==> src/rtl/lmap_pkg.sv <==
package lmap_pkg;

    localparam int REC_W = 40;

    typedef enum logic [1:0] {
        ST_IDLE   = 2'd0,
        ST_SEARCH = 2'd1
    } fsm_e;

    typedef struct packed {
        logic [7:0] sw_lvl;
        logic [7:0] pe_lvl;
        logic [7:0] drv_val;
        logic [7:0] pe_val;
        logic [7:0] aux_val;
    } rec_t;

    typedef struct packed {
        fsm_e        fsm;
        logic [1:0]  lane;
        logic [1:0]  last;
        logic [4:0]  rec;
        logic [4:0]  nrec;
        logic [15:0] adj;
        logic [31:0] w_set;
        logic [31:0] w_drv;
        logic [31:0] w_emph;
        logic [31:0] w_mask;
        logic [7:0]  w_auxv;
        logic [3:0]  w_en;
        logic [31:0] o_set;
        logic [31:0] o_drv;
        logic [31:0] o_emph;
        logic [31:0] o_mask;
        logic [31:0] o_aux;
        logic        done;
        logic        err;
    } state_t;

    // Register byte placement per lane: non-linear order
    function automatic logic [4:0] lane_shift(input logic [1:0] lane);
        case (lane)
            2'd0:    return 5'd16;
            2'd1:    return 5'd8;
            2'd2:    return 5'd0;
            default: return 5'd24;
        endcase
    endfunction

endpackage

==> src/rtl/lmap_nib_pick.sv <==
module lmap_nib_pick (
    input  logic [15:0] adj,
    input  logic [1:0]  lane,
    output logic [1:0]  sw,
    output logic [1:0]  pe
);
    logic [7:0] byte_sel;
    logic [3:0] nib;

    always_comb begin
        byte_sel = lane[1] ? adj[15:8] : adj[7:0];
        nib      = lane[0] ? byte_sel[7:4] : byte_sel[3:0];
        sw       = nib[1:0];
        pe       = nib[3:2];
    end
endmodule

==> src/rtl/lmap_rec_pick.sv <==
module lmap_rec_pick
    import lmap_pkg::*;
#(
    parameter int DEPTH = 8
) (
    input  logic [DEPTH*REC_W-1:0] tbl,
    input  logic [4:0]             idx,
    output rec_t                   rec
);
    rec_t arr [DEPTH];

    for (genvar g = 0; g < DEPTH; g++) begin : g_unpack
        assign arr[g] = {tbl[g*REC_W +  0 +: 8],
                         tbl[g*REC_W +  8 +: 8],
                         tbl[g*REC_W + 16 +: 8],
                         tbl[g*REC_W + 24 +: 8],
                         tbl[g*REC_W + 32 +: 8]};
    end

    always_comb begin
        rec = '0;
        for (int r = 0; r < DEPTH; r++) begin
            if (idx == 5'(r)) rec = arr[r];
        end
    end
endmodule

==> src/rtl/lmap_lane_pack.sv <==
module lmap_lane_pack
    import lmap_pkg::*;
(
    input  logic [1:0]  lane,
    input  logic [1:0]  sw,
    input  logic [1:0]  pe,
    input  logic [7:0]  drv_val,
    input  logic [7:0]  pe_val,
    output logic [7:0]  set_byte,
    output logic [31:0] drv_part,
    output logic [31:0] emph_part,
    output logic [31:0] mask_part,
    output logic [3:0]  en_part
);
    logic [4:0] sh;

    always_comb begin
        sh        = lane_shift(lane);
        set_byte  = {2'b00, (pe == 2'd3), pe, (sw == 2'd3), sw};
        drv_part  = {24'd0, drv_val} << sh;
        emph_part = {24'd0, pe_val} << sh;
        mask_part = 32'h0000_00FF << sh;
        en_part   = 4'b0001 << sh[4:3];
    end
endmodule

==> src/rtl/lane_drive_mapper.sv <==
module lane_drive_mapper
    import lmap_pkg::*;
#(
    parameter int REC_DEPTH = 8
) (
    input  logic                       clk,
    input  logic                       rst_n,
    input  logic                       start,
    input  logic [7:0]                 adj_lo,
    input  logic [7:0]                 adj_hi,
    input  logic [2:0]                 lane_cnt,
    input  logic [4:0]                 rec_num,
    input  logic [REC_DEPTH*REC_W-1:0] tbl_flat,
    output logic                       busy,
    output logic                       done,
    output logic                       err,
    output logic [31:0]                lane_set,
    output logic [31:0]                drv_word,
    output logic [31:0]                emph_word,
    output logic [31:0]                lane_mask,
    output logic [31:0]                aux_word,
    output logic [31:0]                aux_mask
);
    localparam logic [4:0]  DEPTH_L  = 5'(REC_DEPTH);
    localparam logic [31:0] AUX_MSK  = 32'h0000_FF0F;

    state_t s_d, s_q;

    logic [1:0]  nib_sw, nib_pe;
    rec_t        cur_rec;
    logic [7:0]  pk_set;
    logic [31:0] pk_drv, pk_emph, pk_mask;
    logic [3:0]  pk_en;
    logic        hit;
    logic [31:0] nx_set, nx_drv, nx_emph, nx_mask;
    logic [3:0]  nx_en;

    lmap_nib_pick i_nib (
        .adj  (s_q.adj),
        .lane (s_q.lane),
        .sw   (nib_sw),
        .pe   (nib_pe)
    );

    lmap_rec_pick #(.DEPTH(REC_DEPTH)) i_rec (
        .tbl (tbl_flat),
        .idx (s_q.rec),
        .rec (cur_rec)
    );

    lmap_lane_pack i_pack (
        .lane      (s_q.lane),
        .sw        (nib_sw),
        .pe        (nib_pe),
        .drv_val   (cur_rec.drv_val),
        .pe_val    (cur_rec.pe_val),
        .set_byte  (pk_set),
        .drv_part  (pk_drv),
        .emph_part (pk_emph),
        .mask_part (pk_mask),
        .en_part   (pk_en)
    );

    always_comb begin
        s_d      = s_q;
        s_d.done = 1'b0;

        hit     = (cur_rec.sw_lvl == {6'd0, nib_sw}) &&
                  (cur_rec.pe_lvl == {6'd0, nib_pe});
        nx_set  = s_q.w_set  | ({24'd0, pk_set} << {s_q.lane, 3'b000});
        nx_drv  = s_q.w_drv  | pk_drv;
        nx_emph = s_q.w_emph | pk_emph;
        nx_mask = s_q.w_mask | pk_mask;
        nx_en   = s_q.w_en   | pk_en;

        case (s_q.fsm)
            ST_IDLE: begin
                if (start) begin
                    s_d.err = 1'b0;
                    if (lane_cnt == 3'd0 || lane_cnt > 3'd4) begin
                        s_d.done = 1'b1;
                        s_d.err  = 1'b1;
                    end else begin
                        s_d.fsm    = ST_SEARCH;
                        s_d.lane   = 2'd0;
                        s_d.rec    = 5'd0;
                        s_d.last   = 2'(lane_cnt - 3'd1);
                        s_d.nrec   = (rec_num > DEPTH_L) ? DEPTH_L : rec_num;
                        s_d.adj    = {adj_hi, adj_lo};
                        s_d.w_set  = '0;
                        s_d.w_drv  = '0;
                        s_d.w_emph = '0;
                        s_d.w_mask = '0;
                        s_d.w_auxv = '0;
                        s_d.w_en   = '0;
                    end
                end
            end
            ST_SEARCH: begin
                if (s_q.rec >= s_q.nrec) begin
                    s_d.fsm  = ST_IDLE;
                    s_d.done = 1'b1;
                    s_d.err  = 1'b1;
                end else if (hit) begin
                    s_d.w_set  = nx_set;
                    s_d.w_drv  = nx_drv;
                    s_d.w_emph = nx_emph;
                    s_d.w_mask = nx_mask;
                    s_d.w_en   = nx_en;
                    s_d.w_auxv = cur_rec.aux_val;
                    if (s_q.lane == s_q.last) begin
                        s_d.fsm    = ST_IDLE;
                        s_d.done   = 1'b1;
                        s_d.o_set  = nx_set;
                        s_d.o_drv  = nx_drv;
                        s_d.o_emph = nx_emph;
                        s_d.o_mask = nx_mask;
                        s_d.o_aux  = {16'd0, cur_rec.aux_val, 4'd0, nx_en};
                    end else begin
                        s_d.lane = s_q.lane + 2'd1;
                        s_d.rec  = 5'd0;
                    end
                end else begin
                    s_d.rec = s_q.rec + 5'd1;
                end
            end
            default: s_d.fsm = ST_IDLE;
        endcase
    end

    always_ff @(posedge clk or negedge rst_n) begin
        if (!rst_n) s_q <= '0;
        else        s_q <= s_d;
    end

    assign busy      = (s_q.fsm == ST_SEARCH);
    assign done      = s_q.done;
    assign err       = s_q.err;
    assign lane_set  = s_q.o_set;
    assign drv_word  = s_q.o_drv;
    assign emph_word = s_q.o_emph;
    assign lane_mask = s_q.o_mask;
    assign aux_word  = s_q.o_aux;
    assign aux_mask  = AUX_MSK;
endmodule

==> config.mk <==
export PLATFORM = sky130hd
export DESIGN_NAME = lane_drive_mapper
export DESIGN_NICKNAME = d
export VERILOG_FILES = /design/src/rtl/lmap_pkg.sv /design/src/rtl/lmap_nib_pick.sv /design/src/rtl/lmap_rec_pick.sv /design/src/rtl/lmap_lane_pack.sv /design/src/rtl/lane_drive_mapper.sv
export SDC_FILE = /design/constraint.sdc
export NUM_CORES = 1
export LEC_CHECK = 0
export BUFFER_PORTS_ARGS = -buffer_cell sky130_fd_sc_hd__buf_2
export CAP_MARGIN = 20
export CORE_AREA = 2 2 213 215
export DETAILED_ROUTE_END_ITERATION = 10
export DIE_AREA = 0 0 215 217
export PLACE_DENSITY = 0.63
export SLEW_MARGIN = 25
export SYNTH_ARGS = -nofsm -noshare
export SYNTH_HDL_FRONTEND = slang
export SYNTH_SLANG_ARGS = --single-unit
export TNS_END_PERCENT = 5
==> constraint.sdc <==
create_clock -name clk -period 4 [get_ports clk]
set_input_delay 0.4 -clock clk [delete_from_list [all_inputs] [get_ports clk]]
set_output_delay 0.4 -clock clk [all_outputs]
set_load 0.01 [all_outputs]
==> run metrics, run 1 <==
register area 7230 um^2; Commonest cells post-synth nor2_1, dfrtp_1, a21oi_1, buf_4, nand2_1; Seq/Total Area, Yosys 46.2%; CP startpoint kind register; Multi-input gate area 6580 um^2; cts bufs inserted 31; drt first pass iters 7; Area contributors post-synth dfrtp_1, buf_4, a21oi_1, nor2_1, nand2_1; worst-margin pin slew 0.900 ns; Mapped Cells roughly 1800; DIE AREA 46700 um^2; Post-DP HPWL just under 50000 um; Top FF cell, synth dfrtp_1; count of final max-slew check failures 0; row count 78; Post-synth EDFFs 0; FMAX around 270 MHz; syn_area_per_cell about 9 um^2; post-synth top area share 46.2%; largest net degree at the start of global routing around 120; Cell Int Power 7430 uW; CP endpoint kind register; worst path required time 4.49 ns; Setup WS pre-CTS 0.315 ns; DRC 0; clock network power share 21.1%; RSZ-0062 raised after global routing false; maximum VDD drop approximately 0.34 mV; Initial DRC Count 1252; H-Tree Depth 1; Vias/cell 5.20; Final Cycle Share just over 90%; Reg clk slew, reported paths 0.06 ns; outcome completed; Clock Tree Buf Depth 3; final RePlAce weighted congestion 1.02; Hold Vio Cnt, Final 0; Routed wire per std cell 22.6 um; Netlist Area Pre-Place 15600 um^2; Final nets 2462; layout cells sized above 1 30.6%; Clock Tree Root clkbuf_16; drt total wl 61800 um; arrival time at the worst endpoint ~4.2 ns; vias in the first global route approximately 14000; leakage power 0.00952 uW; final worst setup slack 0.301 ns; starting density of the core 35.0%; CTS tree done; # IOs 542; Port Buf Inserts 481; sw power 5460 uW; die height roughly 220 um; Core ar. about 45000 um^2; Tmin final 3.70 ns; skew final around 0.018 ns; CP max FO 9; final antenna-violating net count 0; cell with the most instances after synthesis nor2_1; Max Cap Viol 0; critical setup path kind reg -> reg; clk_lat worst skew 0.58 ns; ys async rst share 100%; synth warn 0; Hold Crit Class in -> reg; overall routing resource usage 26.0%; Yosys cell types 67; routed via count 14200; post-route setup TNS 0 ns; initial antenna violation count 21; Final Setup Violations 0; worst relative slew slack 40.0%; cell taking the most area after synthesis dfrtp_1; first-pass GRT wire length just over 90000 um; chip width about 220 um; Comb power frac 47.3%; sequential fraction of design power between 30% and 40%; power per cell area between 600 and 700 nW/um^2; Setup Fix Bufs, Post-CTS 0; remaining global-route overflow 0; # fillers roughly 4600; Sink Count 289; Area growth syn-to-layout 19.9%; Sw Share 42.3%; Synth Register Bits 289
[critical path, stage by stage, from the launching register on]
cell and delay, ns:
dfrtp_1 0.43, ha_1 0.32, nor4_2 0.55, and2_1 0.25
a222oi_1 0.11, or3_1 0.37, a32oi_1 0.30, nand4_4 0.19
buf_4 0.24, o41ai_4 0.53, o21ai_0 0.18, a21boi_1 0.15
[path summary, 6_finish.rpt]
kind                            startpoint      endpoint  slack (ns)  cells after the start
worst max-delay path              s_q[324]      s_q[326]        0.30                     11
max in group asynchronous            rst_n      s_q[201]        2.45                      3
worst max register to register    s_q[324]      s_q[326]        0.30                     11
worst min-delay path             adj_lo[3]      s_q[305]        0.03                      3
worst min register to register    s_q[247]      s_q[247]        0.47                      2
min in group asynchronous            rst_n  lane_mask[2]        0.50                      2
[power by group through the flow]
stage | registers [uW] | clock network, uW | logic [uW]
after global placement | 4110 | 0 | 6040
final | 4080 | 2720 | 6100
after global routing | 4170 | 2910 | 6620
after CTS | 4080 | 2790 | 6120
after floorplan | 3980 | 0 | 4220
after detailed placement | 4120 | 0 | 6100
[metal layers]
layer / up-vias / part of all wire, % / track usage, % / wire length, um
met5: - / 0.058 / 0 / 36
met4: 6 / 3.0 / 6.71 / 1830
met3: 84 / 8.8 / 6.85 / 5430
met2: 612 / 47 / 43.4 / 29000
met1: 6958 / 41 / 33.6 / 25500
li1: 6560 / - / - / -
[flip-flops by register name, summed over array words and instances (netlist names)]
register	cells
drv_word	32
lane_mask	32
lane_set	24
done	1
aux_word	12
err	1
emph_word	32
s_q	155
[per-stage QoR]
step	cells	hold WS (ns)	utilization, %	instance area (um^2)	power (uW)
2_1_floorplan	1822	0.104	-	15900	8200
3_3_place_gp	2667	0.452	39.7	17800	10200
3_5_place_dp	2667	0.459	39.7	17800	10200
4_1_cts	2721	0.00198	41.9	18700	13000
5_1_grt	2726	0.0234	41.9	18700	13700
6_report	2733	0.0345	41.9	18700	12900
[what timing repair did]
| item | 4_1_cts | 5_1_grt |
|---|---|---|
| hold buffers | 1 | 0 |
| endpoints found under the hold margin | 114 | 0 |
| resized for setup | 0 | 1 |
| setup endpoints to repair | 0 | 1 |
[cell usage in the layout, fill, tap and decap left out, types with 4 or more instances in the layout]
master / synthesis / final
buf_2: 30 / 480
nor2_1: 326 / 325
dfrtp_1: 289 / 289
a21oi_1: 274 / 274
nand2_1: 104 / 103
buf_4: 209 / 74
o21ai_0: 64 / 62
conb_1: 2 / 60
a22o_1: 42 / 42
o21a_1: 41 / 41
nor3_1: 40 / 40
a221oi_1: 36 / 36
clkbuf_16: 0 / 31
nand3_1: 24 / 24
inv_1: 22 / 22
a31oi_1: 18 / 18
ha_1: 14 / 14
or3_1: 13 / 13
diode_2: 0 / 12
and2_1: 11 / 10
a211oi_1: 10 / 10
mux2_2: 10 / 10
clkinv_2: 0 / 10
buf_12: 0 / 7
a2bb2oi_1: 6 / 6
nor4_1: 6 / 6
a22oi_1: 6 / 6
nand2b_1: 5 / 5
nor4_4: 5 / 5
xnor2_1: 4 / 4
a221o_1: 4 / 4
nor2b_1: 4 / 4
mux4_2: 4 / 4
o21ai_1: 3 / 4
or4_1: 4 / 4
o211ai_1: 4 / 4
a21o_1: 4 / 4
and2_0: 4 / 4
[area by class of cell]
| cell class | count | area share, % |
|---|---|---|
| diodes | 12 | 0.160 |
| clock buffers | 35 | 4.32 |
| clock inverters | 18 | 0.734 |
| inverters | 22 | 0.440 |
| multi-input cells | 1194 | 35.1 |
| flip-flops and latches | 289 | 38.6 |
| well taps | 600 | 4.00 |
| repair buffers | 563 | 16.7 |
[logic make-up after synthesis]
group / Yosys count / share of synthesized area (%)
mux: 14 / 1.30
simple gates: 566 / 16.4
xor+xnor: 5 / 0.280
other cells: 2 / 0.0480
flops: 289 / 46.2
buf+inv: 339 / 13.4
compound gates: 535 / 21.3
fa+ha+maj: 14 / 1.12
Power figures use the tool's default switching activity.
==> run 2, diff against run 1 <==
- ABC_AREA: unset -> 1
- PLACE_DENSITY: 0.63 -> 0.66
==> run metrics, run 2 <==
Routed wire per std cell 18.3 um (-19%); post-route setup TNS 0 ns (unchanged); row count 78 (unchanged); cell with the most instances after synthesis nand2_1; Area growth syn-to-layout 15.7%; DRC 0 (unchanged); Clock Tree Root clkbuf_16; crit-path cells ha_1 > inv_1 > nor2_1 > nand2_2 > or2_2 > nand2_1 > nand2_1 > nand2_1 > nand2_1 > nand2_1 > nand2_1 > nand2_1 > nand2_1 > nor2_1 > nand3_4 > nor2_4 > clkinvlp_4 > o21ai_0; CP max FO 37 (+28); Final Cycle Share 90.9% (-1.6 points); most frequent cells in the layout nand2_1, buf_2, dfrtp_1, o21ai_0, nand3_1; syn_area_per_cell 7.35 um^2 (-17%); arrival time at the worst endpoint 4.09 ns (-0.09 ns); R2R Setup Slk 0.36 ns (+0.06 ns); DIE AREA 46700 um^2 (unchanged); Hold Slack 0.0321 ns (-0.00243 ns); Vias/cell 5.03 (-3.2%); Core ar. 44700 um^2 (unchanged); CP dominant cell by count nand2_1; cell taking the most area after synthesis dfrtp_1; Multi-input gate area 7320 um^2 (+11%); GR Util met2 40.4% (-3.0 points); Hold Vio Cnt, Final 0 (unchanged); starting density of the core 38.1% (+3.1 points); Port Buf Inserts 481 (unchanged); max reg flops 155 (unchanged); # IOs 542 (unchanged); largest net degree at the start of global routing 110 (-6.8%); Netlist Area Pre-Place 17000 um^2 (+9.0%); Commonest cells post-synth nand2_1, dfrtp_1, o21ai_0, buf_4, nand3_1; H-Tree Depth 1 (unchanged); remaining global-route overflow 0 (unchanged); first-pass GRT wire length 89700 um (-1.6%); FMAX 275 MHz (+1.7%); count of final max-slew check failures 0 (unchanged); M3 GR Usage 3.51% (-3.3 points); Area contributors post-synth dfrtp_1, nand2_1, buf_4, o21ai_0, nand3_1; CP endpoint kind register; outcome completed; Final Setup Violations 0 (unchanged); Post-DP HPWL 43200 um (-11%); largest stage delay on the critical path 0.49 ns (-0.06 ns); Mapped Cells 2319 (+31%); worst-margin pin slew 1.08 ns (+0.185 ns); global-route layer with the greatest usage met2; Top reg by flops s_q; Hold Crit Class in -> reg; layout cells sized above 1 24.0% (-6.7 points); clk_lat worst skew 0.56 ns (-0.02 ns); vias in the first global route 15500 (+11%); commonest non-fill, non-tap cell in the layout nand2_1; chip width 215 um (unchanged); final antenna-violating net count 0 (unchanged); post-synth top area share 42.4% (-3.8 points); worst path required time 4.46 ns (-0.03 ns); final RePlAce weighted congestion 1.02 (+0.21%); CTS tree done; Initial DRC Count 1657 (+32%); Yosys cell types 42 (-37%); power per cell area 617 nW/um^2 (-10%); Top FF cell, synth dfrtp_1; synth warn 0 (unchanged); skew final 0.00879 ns (-0.00936 ns); slowest stage cell, crit path clkinvlp_4; critical setup path kind reg -> reg; Max Cap Viol 0 (unchanged); leakage power 0.0107 uW (+13%); cts bufs inserted 30 (-3.2%); RSZ-0062 raised after global routing true; Seq/Total Area, Yosys 42.4% (-3.8 points); overall routing resource usage 24.5% (-1.5 points); # fillers 4646 (+0.43%); Synth Register Bits 289 (unchanged); CP startpoint kind register; die height 217 um (unchanged); total power draw 12200 uW (-5.6%); Tmin final 3.64 ns (-0.0625 ns); met1 global-route usage 34.5% (+0.90 points); drt first pass iters 6 (-1); ys async rst share 100% (unchanged); routed via count 16300 (+14%); Reg clk slew, reported paths 0.06 ns (about the same); drt total wl 59000 um (-4.6%); Sink Count 289 (unchanged); register area 7230 um^2 (unchanged); Clock Tree Buf Depth 3 (unchanged); worst relative slew slack 27.6% (-12 points); Post-synth EDFFs 0 (unchanged); initial antenna violation count 8 (-62%); Final nets 2962 (+20%); maximum VDD drop 0.550 mV (+60%)
==> run 2: changes by cell type after synthesis, moves of 35 or more <==
cell	delta
a221oi_1	-36
nand3b_1	+35
o21ai_0	+218
nor2_1	-221
o21a_1	-40
inv_1	+138
a22o_1	-42
nand2_1	+656
nor3_1	-39
nand3_1	+161
a21oi_1	-254
==> run 2: power by group <==
group / internal, uW / switching [uW]
sequential: 3400 / 296
combinational: 1650 / 4040
clock: 1620 / 1160
total: 6670 / 5490
==> run 2: cells by family (layout without fill, tap and decap cells) <==
| group | count (synthesis) | after routing | share of synthesized area (%) |
|---|---|---|---|
| adder cells (fa/ha/maj) | 14 | 14 | 1.03 |
| other | 2 | 68 | 0.0441 |
| XOR/XNOR | 6 | 6 | 0.308 |
| buffers and inverters | 496 | 742 | 16.0 |
| AND/OR/NAND/NOR | 1150 | 1150 | 28.8 |
| flip-flops | 289 | 289 | 42.4 |
| AO/OA/AOI/OAI | 362 | 362 | 11.5 |
==> run 2: layer usage <==
| metal | part of all wire, % | vias to the layer above |
|---|---|---|
| met5 | 0.039 | - |
| met4 | 2.1 | 4 |
| met3 | 6.6 | 73 |
| met2 | 47 | 662 |
| met1 | 45 | 7822 |
| li1 | - | 7704 |
==> run 2: per-stage QoR <==
stage	utilization (%)	area [um^2]	worst slack, ns	cells
after floorplan	-	17300	1.29	2377
after global placement	41.9	18700	0.471	3168
after detailed placement	41.9	18700	0.392	3168
after CTS	44.1	19700	0.367	3223
after global routing	44.1	19700	-0.0915	3224
final	44.1	19700	0.364	3231
==> run 2: layout make-up <==
| cell class | count | area share (%) |
|---|---|---|
| Antenna cell | 8 | 0.102 |
| Clock inverter | 11 | 0.584 |
| Sequential cell | 289 | 36.7 |
| Clock buffer | 43 | 4.37 |
| Tap cell | 600 | 3.81 |
| Inverter | 174 | 3.36 |
| Timing Repair Buffer | 514 | 14.0 |
| Multi-Input combinational cell | 1592 | 37.1 |
==> run 2: what timing repair did <==
action                     in CTS  in global routing
hold buffers                    1                  0
setup endpoints to repair       0                 37
setup buffers                   0                  0
hold endpoints to repair      105                  0
resized for setup               0                  2
==> run 2: worst paths after layout <==
check	start	to	depth (start not counted)
max in group asynchronous	rst_n	lane_set[9]	3
min in group asynchronous	rst_n	drv_word[5]	2
max	s_q[324]	s_q[175]	18
max reg2reg	s_q[324]	s_q[175]	18
min	adj_hi[3]	s_q[313]	3
min reg2reg	lane_mask[10]	lane_mask[10]	2
==> run 2: critical path: cells and delay by family, from the launching register on <==
family	cells	cell delay (ns)
AND/OR/NAND/NOR	14	1.91
buffers and inverters	2	0.54
AO/OA/AOI/OAI	1	0.36
flip-flops	1	0.44
adder cells (fa/ha/maj)	1	0.26
==> run 3, diff against run 2 <==
- MAX_ROUTING_LAYER: unset -> met4
==> run metrics, run 3 (synthesized netlist as in run 2, its figures left out) <==
FMAX 270 MHz (-1.6%); reg2reg path depth 21 (+3); worst-margin pin slew 0.989 ns (-0.0958 ns); Hold Crit Class in -> reg; critical setup path kind reg -> reg; arrival time at the worst endpoint 4.18 ns (+0.09 ns); Port Buf Inserts 481 (unchanged); Clock Tree Buf Depth 3 (unchanged); Final Cycle Share 92.4% (+1.5 points); global-route layer with the greatest usage met2; # IOs 542 (unchanged); worst flop-to-flop path endpoint emph_word[19]; chip width 215 um (unchanged); Post-DP HPWL 43100 um (-0.16%); dpl cells 3166 (-0.063%); clk_lat worst skew 0.57 ns (about the same); met1 global-route usage 34.4% (-0.078 points); register area 7230 um^2 (unchanged); H-Tree Depth 1 (unchanged); RSZ-0062 raised after global routing false; worst path required time 4.48 ns (+0.02 ns); vias in the first global route 15600 (+0.72%); routed via count 16200 (-0.53%); Hold Crit Endpoint s_q[313]; Final Setup Violations 0 (unchanged); CTS tree done; Initial DRC Count 1577 (-4.8%); post-route setup TNS 0 ns (unchanged); GR Util met2 39.6% (-0.85 points); CP max FO 44 (+19%); Routed wire per std cell 18.1 um (-1.1%); final antenna-violating net count 0 (unchanged); commonest non-fill, non-tap cell in the layout nand2_1; layout cells sized above 1 24.0% (+0.047 points); Worst R2R Start s_q[323]; overall routing resource usage 25.0% (+0.53 points); outcome completed; leakage power 0.0108 uW (+0.48%); Sink Count 289 (unchanged); Setup Fix Bufs, Post-CTS 0 (unchanged); Area growth syn-to-layout 16.2%; Top reg by flops s_q; most frequent cells in the layout nand2_1, buf_2, dfrtp_1, o21ai_0, nand3_1; final RePlAce weighted congestion 1.02 (about the same); max reg flops 155 (unchanged); CP endpoint kind register; Max Cap Viol 0 (unchanged); largest net degree at the start of global routing 109 (-0.91%); cts bufs inserted 30 (unchanged); beginning of the worst hold path adj_hi[3]; remaining global-route overflow 0 (unchanged); Final nets 2960 (-0.068%); # fillers 4629 (-0.37%); count of final max-slew check failures 0 (unchanged); die height 217 um (unchanged); CP startpoint kind register; drt total wl 58400 um (-1.1%); DRC 0 (unchanged); DIE AREA 46700 um^2 (unchanged); skew final 0.0222 ns (+0.0134 ns); Vias/cell 5.01 (-0.50%); Clock Tree Root clkbuf_16; worst relative slew slack 33.7% (+6.1 points); starting density of the core 38.1% (unchanged); power per cell area 625 nW/um^2 (+1.3%); first-pass GRT wire length 89500 um (-0.22%); Non-Filler Instances 3230 (-0.031%); Reg clk slew, reported paths 0.07 ns (about the same); R2R Setup Slk 0.30 ns (-0.06 ns); row count 78 (unchanged); WHS Path Cells 3 (unchanged); drt first pass iters 5 (-1); maximum VDD drop 0.442 mV (-20%); M3 GR Usage 2.85% (-0.66 points); initial antenna violation count 7 (-1); Hold Vio Cnt, Final 0 (unchanged); Multi-input gate area 7320 um^2 (unchanged); Core ar. 44700 um^2 (unchanged); Tmin final 3.70 ns (+0.0609 ns)
run 3: critical path, cell delays in order, from the launching register on:
cell and delay (ns):
dfrtp_1 0.42, inv_1 0.14, ha_1 0.16, inv_1 0.04, nor2_1 0.14, nand2_2 0.27
inv_1 0.38, nand2_1 0.12, nand2_1 0.10, nand2_1 0.07, nand2_1 0.08, nand2_1 0.04
nand2_1 0.05, nand2_1 0.05, nand2_1 0.09, nand3_1 0.13, nor2_2 0.19, nand3_4 0.16
nor2_4 0.22, buf_4 0.48, nand3_1 0.16, nand2_1 0.10
run 3: report_power, final:
part | leakage (uW) | internal [uW] | switching, uW | total (uW)
clock network | 0.000540 | 1880 | 1160 | 3040
logic | 0.00627 | 1640 | 3990 | 5630
registers | 0.00398 | 3400 | 306 | 3710
total | 0.0108 | 6920 | 5460 | 12400
run 3: timing repair:
item,in CTS,in global routing
endpoints found under the setup margin,0,79
hold buffers,1,0
resized for setup,0,1
endpoints found under the hold margin,104,0
run 3: cell type report:
class,instances,share of cell area (%)
Clock buffer,44,4.57
Clock inverter,11,0.929
Inverter,174,3.31
Sequential cell,289,36.5
Timing Repair Buffer,512,13.8
Tap cell,600,3.79
Multi-Input combinational cell,1592,37.0
Antenna cell,8,0.101
run 3: routing by layer:
| metal | routed length [um] | vias to the layer above | share of wire (%) |
|---|---|---|---|
| met4 | 1710 | 0 | 2.9 |
| li1 | - | 7701 | - |
| met1 | 26000 | 7692 | 44 |
| met5 | 0 | - | 0 |
| met2 | 26900 | 689 | 46 |
| met3 | 3750 | 96 | 6.4 |
run 3: worst max-delay path by stage:
stage                         from            end  slack (ns)  depth (start not counted)
after floorplan           s_q[323]   drv_word[28]        1.29                         21
after detailed placement  s_q[324]   drv_word[26]        0.24                         19
after global routing      s_q[323]  emph_word[19]       0.002                         21
after CTS                 s_q[324]   drv_word[26]        0.21                         19
after global placement    s_q[324]       s_q[299]        0.32                         17
final                     s_q[323]  emph_word[19]        0.30                         21
run 3: per-stage QoR:
step / util, % / worst slack (ns) / power (uW) / hold WS (ns) / area [um^2]
final: 44.3 / 0.303 / 12400 / 0.0340 / 19800
after global routing: 44.3 / 0.00195 / 13300 / 0.0307 / 19800
after CTS: 44.2 / 0.211 / 12400 / 0.0122 / 19800
after detailed placement: 41.8 / 0.239 / 9360 / 0.454 / 18700
after global placement: 41.8 / 0.319 / 9310 / 0.448 / 18700
after floorplan: - / 1.29 / 7560 / 0.104 / 17300
